<file path="config.mk">
export PLATFORM = sky130hd
export DESIGN_NAME = banked_irq_ctrl
export DESIGN_NICKNAME = d
export VERILOG_FILES = /design/src/rtl/irqc_pkg.sv /design/src/rtl/irqc_mask_bank.sv /design/src/rtl/irqc_level_file.sv /design/src/rtl/irqc_prio_select.sv /design/src/rtl/banked_irq_ctrl.sv
export SDC_FILE = /design/constraint.sdc
export NUM_CORES = 2
export LEC_CHECK = 0
export BUFFER_PORTS_ARGS = -buffer_cell sky130_fd_sc_hd__clkbuf_2
export CAP_MARGIN = 20
export CORE_MARGIN = 2
export CORE_UTILIZATION = 56
export DETAILED_ROUTE_END_ITERATION = 10
export PLACE_DENSITY = 0.73
export SYNTH_ARGS = -nofsm -noshare
export SYNTH_HDL_FRONTEND = slang
export SYNTH_SLANG_ARGS = --single-unit
</file>
<file path="constraint.sdc">
create_clock -name clk_i -period 344.7 [get_ports clk_i]
set_input_delay 17.235 -clock clk_i [delete_from_list [all_inputs] [get_ports clk_i]]
set_output_delay 17.235 -clock clk_i [all_outputs]
set_load 0.03 [all_outputs]
</file>
<file path="src/rtl/irqc_pkg.sv">
package irqc_pkg;
    localparam int BANK_W = 32;
    localparam int PRIO_W = 6;
    localparam int ADDR_W = 12;
    localparam int NUM_W  = 7;

    localparam logic [ADDR_W-1:0] A_REV     = 12'h000;
    localparam logic [ADDR_W-1:0] A_SYSCFG  = 12'h010;
    localparam logic [ADDR_W-1:0] A_SYSSTAT = 12'h014;
    localparam logic [ADDR_W-1:0] A_ACTIVE  = 12'h040;
    localparam logic [ADDR_W-1:0] A_CTRL    = 12'h048;
    localparam logic [ADDR_W-1:0] A_THRESH  = 12'h068;
    localparam logic [ADDR_W-1:0] A_BANK0   = 12'h080;
    localparam logic [ADDR_W-1:0] A_LEVEL0  = 12'h100;

    localparam logic [4:0] SUB_MASK  = 5'h04;
    localparam logic [4:0] SUB_UNMSK = 5'h08;
    localparam logic [4:0] SUB_MSK   = 5'h0C;
    localparam logic [4:0] SUB_PEND  = 5'h18;

    localparam logic [7:0] THRESH_OFF = 8'hFF;

    typedef struct packed {
        logic                wr;
        logic                rd;
        logic [ADDR_W-1:0]   addr;
        logic [BANK_W-1:0]   wdata;
    } bus_req_t;

    typedef struct packed {
        logic             any;
        logic [NUM_W-1:0] num;
    } pick_t;

    function automatic logic prio_eligible(input logic [PRIO_W-1:0] p,
                                           input logic [7:0] thr);
        return (thr == THRESH_OFF) || ({2'b00, p} < thr);
    endfunction
endpackage

</file>
<file path="src/rtl/irqc_mask_bank.sv">
module irqc_mask_bank
    import irqc_pkg::*;
(
    input  logic              clk_i,
    input  logic              init_i,
    input  logic              unmask_stb_i,
    input  logic              mask_stb_i,
    input  logic [BANK_W-1:0] wdata_i,
    input  logic [BANK_W-1:0] src_i,
    output logic [BANK_W-1:0] mask_o,
    output logic [BANK_W-1:0] pend_o
);
    logic [BANK_W-1:0] mask_q;

    always_ff @(posedge clk_i) begin
        if (init_i) begin
            mask_q <= '1;
        end else if (unmask_stb_i) begin
            mask_q <= mask_q & ~wdata_i;
        end else if (mask_stb_i) begin
            mask_q <= mask_q | wdata_i;
        end
    end

    assign mask_o = mask_q;
    assign pend_o = src_i & ~mask_q;
endmodule

</file>
<file path="src/rtl/irqc_level_file.sv">
module irqc_level_file
    import irqc_pkg::*;
#(
    parameter int NUM_SRC = 96
) (
    input  logic                           clk_i,
    input  logic                           init_i,
    input  logic                           we_i,
    input  logic [NUM_W-1:0]               idx_i,
    input  logic [PRIO_W-1:0]              prio_i,
    output logic [NUM_SRC-1:0][PRIO_W-1:0] prio_o
);
    logic [NUM_SRC-1:0][PRIO_W-1:0] prio_q;

    always_ff @(posedge clk_i) begin
        if (init_i) begin
            prio_q <= '0;
        end else if (we_i) begin
            for (int i = 0; i < NUM_SRC; i++) begin
                if (idx_i == NUM_W'(i)) prio_q[i] <= prio_i;
            end
        end
    end

    assign prio_o = prio_q;
endmodule

</file>
<file path="src/rtl/irqc_prio_select.sv">
module irqc_prio_select
    import irqc_pkg::*;
#(
    parameter int NUM_SRC = 96
) (
    input  logic [NUM_SRC-1:0]             pend_i,
    input  logic [NUM_SRC-1:0][PRIO_W-1:0] prio_i,
    input  logic [7:0]                     thr_i,
    output pick_t                          pick_o
);
    always_comb begin
        logic [PRIO_W-1:0] best_p;
        pick_o = '0;
        best_p = '1;
        for (int i = 0; i < NUM_SRC; i++) begin
            if (pend_i[i] && prio_eligible(prio_i[i], thr_i)) begin
                if (!pick_o.any || (prio_i[i] < best_p)) begin
                    pick_o.any = 1'b1;
                    pick_o.num = NUM_W'(i);
                    best_p     = prio_i[i];
                end
            end
        end
    end
endmodule

</file>
<file path="src/rtl/banked_irq_ctrl.sv">
module banked_irq_ctrl
    import irqc_pkg::*;
#(
    parameter int         NUM_SRC    = 96,
    parameter int         RST_CYCLES = 4,
    parameter logic [3:0] REV_MAJOR  = 4'd2,
    parameter logic [3:0] REV_MINOR  = 4'd1
) (
    input  logic               clk_i,
    input  logic               rst_i,
    input  logic               bus_en_i,
    input  logic               bus_we_i,
    input  logic [11:0]        bus_addr_i,
    input  logic [31:0]        bus_wdata_i,
    output logic [31:0]        bus_rdata_o,
    input  logic [NUM_SRC-1:0] irq_src_i,
    output logic               irq_o
);
    localparam int NB    = NUM_SRC / BANK_W;
    localparam int CNT_W = $clog2(RST_CYCLES + 1);
    localparam logic [ADDR_W-1:0] BANK_END  = ADDR_W'(128 + NB * 32);
    localparam logic [ADDR_W-1:0] LEVEL_END = ADDR_W'(256 + NUM_SRC * 4);

    bus_req_t          req;
    logic [CNT_W-1:0]  srst_cnt;
    logic              srst_done;
    logic              soft_init, hw_or_soft;
    logic              autoidle_q;
    logic [7:0]        thr_q;
    logic              held_q;
    logic [NUM_W-1:0]  act_q;
    logic              in_bank, in_level;
    logic [1:0]        bsel;
    logic [4:0]        bsub;
    logic [ADDR_W-1:0] lvl_off;
    logic [NUM_W-1:0]  lvl_idx;
    logic              ack;
    pick_t             pick;
    logic [31:0]       rd_val;

    logic [NB-1:0][BANK_W-1:0]      mask_w, pend_w;
    logic [NUM_SRC-1:0]             pend_flat;
    logic [NUM_SRC-1:0][PRIO_W-1:0] prio;

    // writes are accepted only when no soft reset is running
    assign req.wr    = bus_en_i & bus_we_i & srst_done;
    assign req.rd    = bus_en_i & ~bus_we_i;
    assign req.addr  = bus_addr_i;
    assign req.wdata = bus_wdata_i;

    assign srst_done  = (srst_cnt == '0);
    assign soft_init  = req.wr && (req.addr == A_SYSCFG) && req.wdata[1];
    assign hw_or_soft = rst_i | soft_init;
    assign ack        = req.wr && (req.addr == A_CTRL) && req.wdata[0];

    assign in_bank  = (req.addr >= A_BANK0) && (req.addr < BANK_END);
    assign bsel     = req.addr[6:5];
    assign bsub     = req.addr[4:0];
    assign in_level = (req.addr >= A_LEVEL0) && (req.addr < LEVEL_END)
                      && (req.addr[1:0] == 2'b00);
    assign lvl_off  = req.addr - A_LEVEL0;
    assign lvl_idx  = NUM_W'(lvl_off >> 2);

    // soft reset sequencer
    always_ff @(posedge clk_i) begin
        if (rst_i) begin
            srst_cnt <= '0;
        end else if (soft_init) begin
            srst_cnt <= CNT_W'(RST_CYCLES);
        end else if (!srst_done) begin
            srst_cnt <= srst_cnt - 1'b1;
        end
    end

    always_ff @(posedge clk_i) begin
        if (hw_or_soft) begin
            autoidle_q <= 1'b0;
            thr_q      <= THRESH_OFF;
        end else if (req.wr) begin
            if (req.addr == A_SYSCFG) autoidle_q <= req.wdata[0];
            if (req.addr == A_THRESH) thr_q      <= req.wdata[7:0];
        end
    end

    generate
        for (genvar b = 0; b < NB; b++) begin : g_bank
            logic unmask_stb, mask_stb;
            assign unmask_stb = req.wr && in_bank && (bsel == 2'(b)) && (bsub == SUB_UNMSK);
            assign mask_stb   = req.wr && in_bank && (bsel == 2'(b)) && (bsub == SUB_MSK);
            irqc_mask_bank u_bank (
                .clk_i       (clk_i),
                .init_i      (hw_or_soft),
                .unmask_stb_i(unmask_stb),
                .mask_stb_i  (mask_stb),
                .wdata_i     (req.wdata),
                .src_i       (irq_src_i[b*BANK_W +: BANK_W]),
                .mask_o      (mask_w[b]),
                .pend_o      (pend_w[b])
            );
            assign pend_flat[b*BANK_W +: BANK_W] = pend_w[b];
        end
    endgenerate

    irqc_level_file #(.NUM_SRC(NUM_SRC)) u_levels (
        .clk_i (clk_i),
        .init_i(hw_or_soft),
        .we_i  (req.wr && in_level),
        .idx_i (lvl_idx),
        .prio_i(req.wdata[7:2]),
        .prio_o(prio)
    );

    irqc_prio_select #(.NUM_SRC(NUM_SRC)) u_select (
        .pend_i(pend_flat),
        .prio_i(prio),
        .thr_i (thr_q),
        .pick_o(pick)
    );

    // active number latch
    always_ff @(posedge clk_i) begin
        if (hw_or_soft) begin
            held_q <= 1'b0;
            act_q  <= '0;
        end else if (ack) begin
            held_q <= 1'b0;
        end else if (req.rd && (req.addr == A_ACTIVE) && !held_q && pick.any) begin
            held_q <= 1'b1;
            act_q  <= pick.num;
        end
    end

    assign irq_o = pick.any & ~held_q;

    always_comb begin
        rd_val = '0;
        if (req.addr == A_REV) begin
            rd_val = {24'd0, REV_MAJOR, REV_MINOR};
        end else if (req.addr == A_SYSCFG) begin
            rd_val = {31'd0, autoidle_q};
        end else if (req.addr == A_SYSSTAT) begin
            rd_val = {31'd0, srst_done};
        end else if (req.addr == A_ACTIVE) begin
            rd_val = {25'd0, held_q ? act_q : pick.num};
        end else if (req.addr == A_THRESH) begin
            rd_val = {24'd0, thr_q};
        end else if (in_bank) begin
            for (int b = 0; b < NB; b++) begin
                if (bsel == 2'(b)) begin
                    if (bsub == SUB_MASK) rd_val = mask_w[b];
                    if (bsub == SUB_PEND) rd_val = pend_w[b];
                end
            end
        end else if (in_level) begin
            for (int i = 0; i < NUM_SRC; i++) begin
                if (lvl_idx == NUM_W'(i)) rd_val = {24'd0, prio[i], 2'b00};
            end
        end
    end

    always_ff @(posedge clk_i) begin
        if (rst_i) begin
            bus_rdata_o <= '0;
        end else if (req.rd) begin
            bus_rdata_o <= rd_val;
        end
    end
endmodule

</file>
==> results.cfg <==
[detailed_routing]
drt-pass1-iter-count = 8
num_vias = 81900
routed_via_density = 7.19
ant_nets = 0
drtIter0Drc = 12800
drc_errors = 0
wl_per_cell_um = 31.2
routed_wl_um = 355000

[floorplanning]
ios = 177
start_util_pct = 56.4
dieArea_um2 = 135000
row_count = 133
core_um2 = 131000
die_x_um = 368
fp.dieH_um = 368

[synthesis]
yosys_warnings = 0
synth-seq-cells = 724
synth_edf_count = 0
synthDistinctLibCells = 207
avgSynthCellArea_um2 = 7.76
syn_inst = 9544
async_flop_share_pct = 0
synth_fp_nets = 10500
ys.flop_type = dfxtp_1
syn_area_um2 = 74000
yosysSeqAreaShare_pct = 19.6

[sta]
drv_slew = 0
slew_headroom_pct = 4.96
setup_viol = 0
fmax_mhz = 5.23
rsz0062_at_grt = no
period_share_pct = 55.5
finalCriticalPeriod_ns = 191.30
skew_ns = 0.0443
worstMarginPinSlew_ns = 1.42
hold_viol_final = 0
tns_ns = 0

[setup_path]
cp.buffers_inverters = 24
cp_max_fo = 17
cp_top_family = compound AO/OA/AOI/OAI gates
start_kind = input port
worstPathArrival_ns = 191.96
end_kind = flip-flop
crit_path_top_delay_cell = a211oi_1
rrSetupSlack_ns = 168.78
crit_type = in2reg
crit_top_cell = ha_1
cp.required_ns = 345.35
slowest_delay_ns = 0.85

[cts]
clkLatencyLatePin_ns = 0.75
clk_pin_slew_worst_paths_ns = 0.06
cts_tree = built
clockRootBuffer = clkbuf_16
cts_buffers = 88
h-tree-depth = 3
cts_repair_resize_count = 0
clock_path_buffers = 3
cts.sinks = 724
cts_setup_buffers = 0
cts-hold-fix-buffers = 0

[global_routing]
overflow = 0
track_usage_pct = 50.2
grt_pass1_vias = 74200
grt_max_degree = 90
antenna_found_initial = 47
grt_pass1_wl_um = 510000

[placed_design]
dp.cells = 11200
portBuffers = 176
dp_hpwl_um = 268000
gp_congestion = 1.14

[pwr]
p_leak_nw = 35.1
vdd_drop_max_mv = 0.00362
power.density_nw_per_um2 = 2.53

[finish]
final_nets = 10500
areaGrowthSynthToFinish_pct = 6.69
stdcell_count = 11400
final_common_cell = nand2_1
final_cell_mix = 1,098 x nand2_1, 998 x nor2_1, 789 x a21oi_1, 771 x ha_1, 723 x dfxtp_1
drive_gt1_share_pct = 14.5

[min_path]
hold_path.class = reg2reg

[status]
status = finished, final reports clean

[flow_run]
drv_cap = 0
[kinds of logic after synthesis]
family,synth area share (%)
AOI/OAI and AO/OA,29.1
xor gates and xnor gates,0.703
adders and majority gates,13.2
buffers and inverters,5.03
DFF,19.6
muxes,8.44
and+or+nand+nor,23.9
[where the power goes]
part           internal (W)  switching, W
clock             0.0000593     0.0000433
combinational    0.00000301     0.0000103
sequential        0.0000838   0.000000101
[final timing paths]
check	cells past startpoint	end	start
setup / recovery	937	bus_rdata_o[3]	irq_src_i[0]
hold / removal	2	bus_rdata_o[12]	bus_rdata_o[12]
setup reg to reg	769	bus_rdata_o[3]	thr_q[3]
hold reg to reg	2	bus_rdata_o[12]	bus_rdata_o[12]
[metal layers]
metal / wire length, um / share of wire, % / global-route usage [%] / vias up
li1: - / - / - / 35500
met3: 56400 / 16 / 21.7 / 1392
met5: 468 / 0.13 / 0 / -
met4: 25900 / 7.3 / 29.7 / 54
met2: 136000 / 38 / 68.6 / 6106
met1: 137000 / 39 / 64.6 / 38800
[worst min-delay path, stage by stage (launching register included)]
cell     delay (ns)
dfxtp_1        0.31
nand2_1        0.05
a21oi_1        0.05
[area by class of cell]
| class | count | area [um2] |
|---|---|---|
| multi-input combinational | 8106 | 55900 |
| fill | 12100 | 52300 |
| sequential | 724 | 14500 |
| clock buffer | 111 | 2430 |
| timing repair buffer | 356 | 2250 |
| tap | 1755 | 2200 |
| inverter | 264 | 1000 |
| clock inverter | 49 | 651 |
| antenna | 18 | 45.0 |
[metrics by stage]
stage          setup WS [ns]  total power (W)  hold WS [ns]  util (%)  cell area (um2)
5_1_grt               140.89         0.000202         0.481      60.1            78900
6_report              153.40         0.000200         0.458      60.2            79000
3_3_place_gp          161.10        0.0000979         0.442      57.7            75800
2_1_floorplan         176.12        0.0000922         0.437         -            74000
4_1_cts               156.96         0.000198         0.458      60.1            78900
3_5_place_dp          156.97        0.0000981         0.450      57.7            75800
[synth_stat cells, types with 111 or more instances]
| master | n | share of area (%) |
|---|---|---|
| nand3_1 | 334 | 2.3 |
| nand2_1 | 1099 | 5.6 |
| o211ai_1 | 182 | 1.8 |
| a22oi_1 | 169 | 1.7 |
| a21o_1 | 111 | 1.1 |
| nand2b_1 | 190 | 1.6 |
| dfxtp_1 | 724 | 20 |
| nor3_1 | 149 | 1.0 |
| clkbuf_1 | 280 | 1.4 |
| nor2b_1 | 166 | 1.4 |
| nor2_1 | 1005 | 5.1 |
| mux2i_1 | 509 | 6.9 |
| a21oi_1 | 789 | 5.3 |
| inv_1 | 263 | 1.3 |
| o21ai_0 | 606 | 4.1 |
| ha_1 | 771 | 13 |
(Power assumes the default switching activity.)
